$ cat src/rtl/sc_uart.sv
module sc_uart #(
  parameter int DW   = 8,
  parameter int OSR  = 16,
  parameter int DIVW = 8
) (
  input  logic            clk,
  input  logic            rst_n,
  input  logic [2:0]      clk_sel,
  input  logic            ext_tick,
  input  logic [DIVW-1:0] baud_div,
  input  logic            inv_fmt,
  input  logic            tx_en,
  input  logic            rx_en,
  input  logic            tb_wr,
  input  logic [DW-1:0]   tb_data,
  input  logic            rb_rd,
  output logic [DW-1:0]   rb_data,
  output logic            rb_perr,
  input  logic            line_i,
  output logic            line_drive_low,
  output logic            tx_buf_empty,
  output logic            tx_shift_empty,
  output logic            tx_err_seen,
  output logic            rx_full,
  output logic            tx_irq,
  output logic            rx_irq,
  input  logic            tx_irq_ack,
  input  logic            rx_irq_ack
);
  localparam int FRAME = DW + 3;
  localparam int SW = $clog2(OSR);
  localparam int BW = $clog2(FRAME);
  localparam logic [SW-1:0] SUB_MID  = SW'(OSR / 2 - 1);
  localparam logic [SW-1:0] SUB_CHK  = SW'(OSR / 2);
  localparam logic [SW-1:0] SUB_END  = SW'(OSR - 1);
  localparam logic [BW-1:0] BIT_PAR  = BW'(FRAME - 2);
  localparam logic [BW-1:0] BIT_STOP = BW'(FRAME - 1);
  localparam logic          DW_ODD   = 1'(DW % 2);

  function automatic logic [DW:0] encode(input logic [DW-1:0] d, input logic inv);
    logic [DW:0] r;
    for (int i = 0; i < DW; i++) r[i] = inv ? ~d[DW-1-i] : d[i];
    r[DW] = inv ? ~(^d) : (^d);
    return r;
  endfunction

  function automatic logic [DW-1:0] decode(input logic [DW:0] raw, input logic inv);
    logic [DW-1:0] r;
    for (int i = 0; i < DW; i++) r[i] = inv ? ~raw[DW-1-i] : raw[i];
    return r;
  endfunction

  // count clock and bit-rate divider
  logic [4:0]      pre_q;
  logic            ext_q, cnt_en, tick;
  logic [DIVW-1:0] brg_q;

  always_comb begin
    case (clk_sel)
      3'd0:    cnt_en = 1'b1;
      3'd1:    cnt_en = pre_q[0];
      3'd2:    cnt_en = &pre_q[2:0];
      3'd3:    cnt_en = &pre_q;
      default: cnt_en = ext_tick & ~ext_q;
    endcase
  end

  assign tick = cnt_en && (brg_q >= baud_div);

  always_ff @(posedge clk or negedge rst_n) begin
    if (!rst_n) begin
      pre_q <= '0;
      ext_q <= 1'b0;
      brg_q <= '0;
    end else begin
      pre_q <= pre_q + 5'd1;
      ext_q <= ext_tick;
      if (cnt_en) brg_q <= tick ? '0 : brg_q + DIVW'(1);
    end
  end

  logic [1:0] line_s;
  logic       line_q;
  assign line_q = line_s[1];

  always_ff @(posedge clk or negedge rst_n) begin
    if (!rst_n) line_s <= 2'b11;
    else        line_s <= {line_s[0], line_i};
  end

  // transmitter
  logic          tb_full, tx_busy, tx_out;
  logic [DW-1:0] tb_q;
  logic [SW-1:0] tx_sub;
  logic [BW-1:0] tx_bit;
  logic [DW+1:0] tx_sh;
  logic          tx_load, tx_last;

  assign tx_load = tick && !tx_busy && tb_full && tx_en;
  assign tx_last = tick && tx_busy && tx_sub == SUB_END && tx_bit == BIT_STOP;

  always_ff @(posedge clk or negedge rst_n) begin
    if (!rst_n) begin
      tb_full     <= 1'b0;
      tb_q        <= '0;
      tx_busy     <= 1'b0;
      tx_out      <= 1'b1;
      tx_sub      <= '0;
      tx_bit      <= '0;
      tx_sh       <= '1;
      tx_err_seen <= 1'b0;
      tx_irq      <= 1'b0;
    end else begin
      if (tb_wr) begin
        tb_q    <= tb_data;
        tb_full <= 1'b1;
      end else if (tx_load) begin
        tb_full <= 1'b0;
      end
      if (tx_load) begin
        tx_busy     <= 1'b1;
        tx_out      <= 1'b0;
        tx_sub      <= '0;
        tx_bit      <= '0;
        tx_sh       <= {1'b1, encode(tb_q, inv_fmt)};
        tx_err_seen <= 1'b0;
      end else if (tick && tx_busy) begin
        if (tx_sub == SUB_CHK && tx_bit == BIT_STOP) tx_err_seen <= ~line_q;
        if (tx_sub == SUB_END) begin
          tx_sub <= '0;
          if (tx_bit == BIT_STOP) begin
            tx_busy <= 1'b0;
            tx_out  <= 1'b1;
          end else begin
            tx_bit <= tx_bit + BW'(1);
            tx_out <= tx_sh[0];
            tx_sh  <= {1'b1, tx_sh[DW+1:1]};
          end
        end else begin
          tx_sub <= tx_sub + SW'(1);
        end
      end
      if (tx_last)         tx_irq <= 1'b1;
      else if (tx_irq_ack) tx_irq <= 1'b0;
    end
  end

  // receiver
  logic          rx_busy, rx_drv;
  logic [SW-1:0] rx_sub;
  logic [BW-1:0] rx_bit;
  logic [DW:0]   rx_sh;
  logic          rx_perr_c, rx_mid, rx_end, rx_done;

  assign rx_perr_c = (^rx_sh) ^ (inv_fmt & ~DW_ODD);
  assign rx_mid    = tick && rx_busy && rx_sub == SUB_MID;
  assign rx_end    = tick && rx_busy && rx_sub == SUB_END;
  assign rx_done   = rx_end && rx_bit == BIT_STOP;

  always_ff @(posedge clk or negedge rst_n) begin
    if (!rst_n) begin
      rx_busy <= 1'b0;
      rx_drv  <= 1'b0;
      rx_sub  <= '0;
      rx_bit  <= '0;
      rx_sh   <= '0;
      rb_data <= '0;
      rb_perr <= 1'b0;
      rx_full <= 1'b0;
      rx_irq  <= 1'b0;
    end else begin
      if (!rx_busy) begin
        if (tick && rx_en && !line_q) begin
          rx_busy <= 1'b1;
          rx_sub  <= '0;
          rx_bit  <= '0;
        end
      end else if (tick) begin
        rx_sub <= (rx_sub == SUB_END) ? '0 : rx_sub + SW'(1);
        if (rx_mid) begin
          if (rx_bit == '0) begin
            if (line_q) rx_busy <= 1'b0;
          end else if (rx_bit != BIT_STOP) begin
            rx_sh <= {line_q, rx_sh[DW:1]};
          end
        end
        if (rx_end) begin
          rx_bit <= rx_bit + BW'(1);
          if (rx_bit == BIT_PAR) rx_drv <= rx_perr_c;
          if (rx_bit == BIT_STOP) begin
            rx_busy <= 1'b0;
            rx_drv  <= 1'b0;
            rb_data <= decode(rx_sh, inv_fmt);
            rb_perr <= rx_perr_c;
          end
        end
      end
      if (rx_done)    rx_full <= 1'b1;
      else if (rb_rd) rx_full <= 1'b0;
      if (rx_done)         rx_irq <= 1'b1;
      else if (rx_irq_ack) rx_irq <= 1'b0;
    end
  end

  assign line_drive_low = (tx_busy & ~tx_out) | rx_drv;
  assign tx_buf_empty   = ~tb_full;
  assign tx_shift_empty = ~tx_busy;

  AST_START_PULLS_LOW: assert property (@(posedge clk) disable iff (!rst_n)
    $fell(tx_shift_empty) |-> line_drive_low);
  AST_WRITE_FILLS_BUF: assert property (@(posedge clk) disable iff (!rst_n)
    tb_wr |=> !tx_buf_empty);
  AST_TX_DONE_RAISES_IRQ: assert property (@(posedge clk) disable iff (!rst_n)
    $rose(tx_shift_empty) |-> tx_irq);
  AST_RX_FULL_STICKY: assert property (@(posedge clk) disable iff (!rst_n)
    (rx_full && !rb_rd) |=> rx_full);
  AST_ERR_PULSE_IN_FRAME: assert property (@(posedge clk) disable iff (!rst_n)
    rx_drv |-> rx_busy);
endmodule

$ cat config.mk
export PLATFORM = sky130hd
export DESIGN_NAME = sc_uart
export DESIGN_NICKNAME = d
export VERILOG_FILES = /design/src/rtl/sc_uart.sv
export SDC_FILE = /design/constraint.sdc
export NUM_CORES = 1
export LEC_CHECK = 0
export BUFFER_PORTS_ARGS = -buffer_cell sky130_fd_sc_hd__buf_2
export CAP_MARGIN = 15
export CORE_AREA = 2 2 87 89
export CTS_CLUSTER_SIZE = 25
export DETAILED_ROUTE_END_ITERATION = 16
export DIE_AREA = 0 0 89 91
export GPL_TIMING_DRIVEN = 0
export PLACE_DENSITY_LB_ADDON = 0.3
export SLEW_MARGIN = 0
export SYNTH_ARGS = -nofsm -noshare
export SYNTH_HDL_FRONTEND = slang
export SYNTH_SLANG_ARGS = --single-unit
$ cat constraint.sdc
create_clock -name clk -period 7.6 [get_ports clk]
set_input_delay 0.38 -clock clk [delete_from_list [all_inputs] [get_ports clk]]
set_output_delay 0.38 -clock clk [all_outputs]
set_load 0.005 [all_outputs]
Word-level counts from Yosys, hierarchy flattened
Index checks and enable logic that the tools add are counted.
{"block": "op_classes", "n_lt_le_gt_ge": 1, "n_reduce_logical": 41, "bitwise": 27, "n_eq_ne": 14, "mux": 66, "addsub": 6}
{"op": "4-bit 2-to-1 mux", "count": 14}
{"op": "1-bit 2-to-1 mux", "count": 46}
{"op": "10-bit 2-to-1 mux", "count": 4}
{"op": "4-bit equality test, second input constant", "count": 6}
{"op": "1-bit inverter", "count": 23}
{"op": "2-bit nonzero test", "count": 10}
{"op": "4-bit by 1-bit adder with 4-bit output, second input constant", "count": 4}
{"op": "1-bit logical AND", "count": 14}
{"op": "3-bit AND reduction", "count": 4}
{"op": "5-bit AND reduction", "count": 2}
{"op": "9-bit parity", "count": 1}
{"op": "8-bit by 1-bit adder with 8-bit output, second input constant", "count": 1}
{"op": "8-bit greater-or-equal comparator", "count": 1}
{"op": "8-bit 2-to-1 mux", "count": 1}
{"op": "4-bit AND reduction", "count": 2}
{"op": "8-bit parity", "count": 1}
{"op": "3-bit by 2-bit equality test with 1-bit output, second input constant", "count": 2}
{"op": "2-bit AND reduction", "count": 3}
{"op": "5-bit by 1-bit adder with 5-bit output, second input constant", "count": 1}
{"op": "4-bit by 3-bit equality test with 1-bit output, second input constant", "count": 1}
{"op": "4-bit logical NOT", "count": 1}
{"op": "2-bit != test, second input constant", "count": 2}
{"op": "4-bit != test, second input constant", "count": 1}
{"op": "1-bit case mux with 4 select lines", "count": 1}
{"op": "7 further kinds", "count": 9}
{"block": "word_totals", "output_inout_bits": 16, "elab_cells": 177, "inputBits": 30, "ff_bits": 77}

Longest topological paths before layout
{"block": "logic_depth", "depth_word": 11, "mapped_depth": 10, "ltp_nobuf": 8}

Worst setup path before layout
No wires, ideal clock.
{"block": "synth_timing", "path_type": "register to register", "start": "reg brg_q[0]", "end": "reg rb_data[0]", "setup_time_ns": 0.125, "arrival_ns": 2.279, "slack_ns": 5.196, "n_path_buf": 1, "synth_period_minus_slack_ns": 2.404, "stages_incl_launch_ff": 9, "required_ns": 7.475, "cell_sequence": "dfrtp_1 inv_1 ha_1 nand2b_1 a2111o_1 a311o_1 nand4_1 buf_6 mux2_2"}
{"block": "synth_via", "elab_chain_cells": 5}
{"element": "from (decl)", "line_no": "56", "text": "logic [DIVW-1:0] brg_q;"}
{"element": "from (signal assigned)", "line_no": "78", "text": "if (cnt_en) brg_q <= tick ? '0 : brg_q + DIVW'(1);"}
{"element": "8-bit greater-or-equal comparator *", "line_no": "68", "text": "assign tick = cnt_en && (brg_q >= baud_div);"}
{"element": "1-bit logical AND *", "line_no": "68"}
{"element": "1-bit logical AND (2 in a row)", "line_no": "157", "text": "assign rx_end = tick && rx_busy && rx_sub == SUB_END;"}
{"element": "4-bit AND reduction (no line) *"}
{"element": "to (signal assigned)", "line_no": "193", "text": "rb_data <= decode(rx_sh, inv_fmt);"}
{"element": "to (decl)", "line_no": "17", "text": "output logic [DW-1:0] rb_data,"}
Mark *: on every way between the ends. The rest lies on a longest branch, timed or not.
A chain may end at the register's enable or synchronous reset.

Worst setup path in the final report
{"block": "layout_timing", "start": "reg brg_q[0]", "end": "reg rx_bit[2]"}
{"block": "layout_via", "elab_chain_cells": 6}
{"element": "8-bit greater-or-equal comparator *", "line_no": "68"}
{"element": "1-bit logical AND *", "line_no": "68"}
{"element": "1-bit logical AND (on tied branches) (2 in a row)", "line_no": "157, 173"}
{"element": "2-bit by 1-bit != test with 1-bit output (no line) / 2-bit nonzero test (equally long branches)"}
{"element": "3-bit AND reduction (no line) *"}
{"element": "to (signal assigned)", "line_no": "188", "text": "rx_bit <= rx_bit + BW'(1);"}
{"element": "to (decl)", "line_no": "151", "text": "logic [BW-1:0] rx_bit;"}
Marked as above.

==> reports/qor.csv <==
metric,value,unit
status,"finished, final reports clean",
diode count,0,
drt via density,5.85,
most frequent cells in the layout,"dfrtp_1 (64), buf_2 (45), inv_1 (33)",
"Largest stage delay, worst path",550,ps
syn avg cell area,10.3,µm²
worst slew pin tran,683,ps
# IOs,46,
Clock H-tree levels,3,
DR vias,3312,
DR iter-0 viols,167,
core area,7140,µm²
largest family of logic cells by synthesized area,compound AO/OA/AOI/OAI gates,
fraction of layout cells with a size suffix above 1,0.221,
max-slew violations,0,
Adder-Cell Fraction of Synth Area,0.0629,
"commonest non-fill, non-tap cell in the layout",dfrtp_1,
Synth cell types,59,
register bit total from synthesis,76,
Setup crit end kind,flip-flop,
final wirelength,8.75,mm
Cells after Synth,405,
GP Congestion,0.821,
total CTS buffers,9,
Die W,89,µm
crit path to,rx_bit[2],
DRT Pass-1 Iters,5,
Layout Cells excl Fill,566,
die area,8100,µm²
worst reg2reg startpoint,brg_q[0],
post-cts resize count,0,
Synth Area in Compound Gates,0.175,
Max Cap Violations,0,
Worst-path clk slew,80,ps
CP Max Fanout,10,
Initial Util,0.585,
count of final setup violators,0,
FF-to-FF path depth,8,
"Top FF cell, synth",dfrtp_1,
arrival time worst endpoint,2900,ps
clock skew,8.61,ps
PortBufs,44,
dpl cells,549,
pin count of the biggest net entering global routing,41,
R2R setup slack,4930,ps
capture point of the worst reg-to-reg path,rx_bit[2],
Fin. Hold Viols,0,
Setup CP Type,flip-flop to flip-flop,
initial antenna violation count,0,
fillcell total,573,
total negative setup slack,0,ps
placed inst area,4540,µm²
CP max-delay cell,a311oi_4,
Die H,91,µm
clk buf depth,2,
CP startpoint,brg_q[0],
cell family with most CP delay,compound AO/OA/AOI/OAI gates,
Leakage Power,0.00227,µW
simple-gate share of the synthesized area,0.135,
Final nets,513,
overall power,1400,µW
critical path depth,8,
maximum vdd drop,0.169,mV
Post-DRT Antenna Nets,0,
final instance area,4790,µm²
post-detail-place hpwl,6.36,mm
WP buf/inv,2,
crit-path cells,"inv_1, ha_1, nand2b_1, a2111o_1, a311oi_4, nor2_2, buf_6, a32o_1",
global-route wire length before repair,14.9,mm
Global Route Usage Sum,0.234,
mux cell area share after synthesis,0.0833,
FP Rows,31,
total gr overflow,0,
CP Launch Type,flip-flop,
Hold Crit Class,primary input to flip-flop,
area grow syn2layout,14.6,%
synthesized net count,456,
YS warnings,0,
drt drc,0,
number of synthesized flops with an enable pin,0,
Worst-Skew Late Latency,350,ps
Rel. slew slack,0.540,
RSZ-0062 raised after global routing,false,
P per Cell Area,292,nW/µm²
Max Fclk,0.375,GHz
area of the mapped netlist,4180,µm²
Avg WL per Cell,15.5,µm
Final Cycle Share,0.351,
Post-Synth XOR/XNOR Area,0.0378,
"Min Clock Period, post-route",2670,ps
"Core Util, Final",0.671,
CP Data Required Time,7840,ps
async set or reset register ratio after synthesis,1.00,
clk sink count,76,
post-synthesis sequential area ratio,0.459,
CTS tree,yes,
clock root buffer,clkbuf_8,
vias in the first global route,3247,
==> cell families after synthesis <==
| family | after synthesis |
|---|---|
| muxes | 32 |
| and+or+nand+nor | 112 |
| DFF | 76 |
| adders and majority gates | 21 |
| AOI/OAI and AO/OA | 98 |
| xor gates and xnor gates | 18 |
| buffers and inverters | 48 |
==> what timing repair did <==
action	4_1_cts	5_1_grt
buffers inserted	0	0
hold endpoints to repair	21	0
hold buffers	1	0
==> worst min path at each step <==
stage | cells past startpoint | startpoint | end
after floorplan | 0 | rst_n | brg_q[0]
after global placement | 0 | line_s[0] | line_s[1]
after detailed placement | 0 | line_s[0] | line_s[1]
after CTS | 1 | line_i | line_s[0]
after global routing | 1 | line_i | line_s[0]
final | 1 | line_i | line_s[0]
==> routing by layer <==
metal	wire, µm	share of wire	GRT usage	vias to the layer above
met5	0	0	0	-
met4	138	0.016	0.0821	0
met3	283	0.032	0.0491	10
met2	4320	0.49	0.363	67
met1	4010	0.46	0.324	1642
li1	-	-	-	1593
==> flip-flops by register name, indices dropped and copies added, names as in the netlist, 2 cells and up <==
signal / flops
brg_q: 8
line_s: 2
pre_q: 5
rb_data: 8
rx_bit: 4
rx_sh: 9
rx_sub: 4
tb_q: 8
tx_bit: 4
tx_sh: 9
tx_sub: 4
==> worst register-to-register path, stage by stage (launching register included) <==
cell and delay [ps]:
dfrtp_1 400, inv_1 80, ha_1 260, nand2b_1 140, a2111o_1 480, a311oi_4 560, nor2_2 220, buf_6 200
a32o_1 220
==> metrics by stage <==
stage	hold slack (ps)	worst slack, ps
floorplan	84.4	5200
global placement	347	4940
detailed placement	349	4900
CTS	114	4930
global route	110	4740
finish	129	4930
==> power by group <==
part           leakage [µW]  switching (µW)  total, µW  internal (µW)
sequential         0.000921            78.1        582            504
clock              0.000115             149        368            219
combinational       0.00123             264        447            183
==> Yosys cell counts, types with 5 or more instances <==
cell	count	area [µm²]
a21oi_1	18	90.1
a2bb2oi_1	6	52.6
a31oi_1	5	31.3
a32o_1	9	90.1
clkbuf_1	11	41.3
dfrtp_1	64	1600
dfstp_2	12	315
ha_1	21	263
inv_1	33	124
mux2_2	22	248
mux2i_1	10	100
nand2_1	32	120
nand3_1	18	90.1
nand4_1	6	37.5
nor2_1	24	90.1
o21ai_0	16	80.1
o22ai_1	8	50.1
xnor2_1	15	131
==> final cells by class <==
type	count	area (µm²)	share of cell area
clock buffer	12	135	0.0282
tap	99	124	0.0259
buffer	15	73.8	0.0154
multi-input combinational	281	2060	0.431
clock inverter	4	98.8	0.0207
timing repair buffer	46	253	0.0528
sequential	76	1920	0.401
inverter	33	124	0.0259
Note: power is estimated with default switching activity, not from simulation.
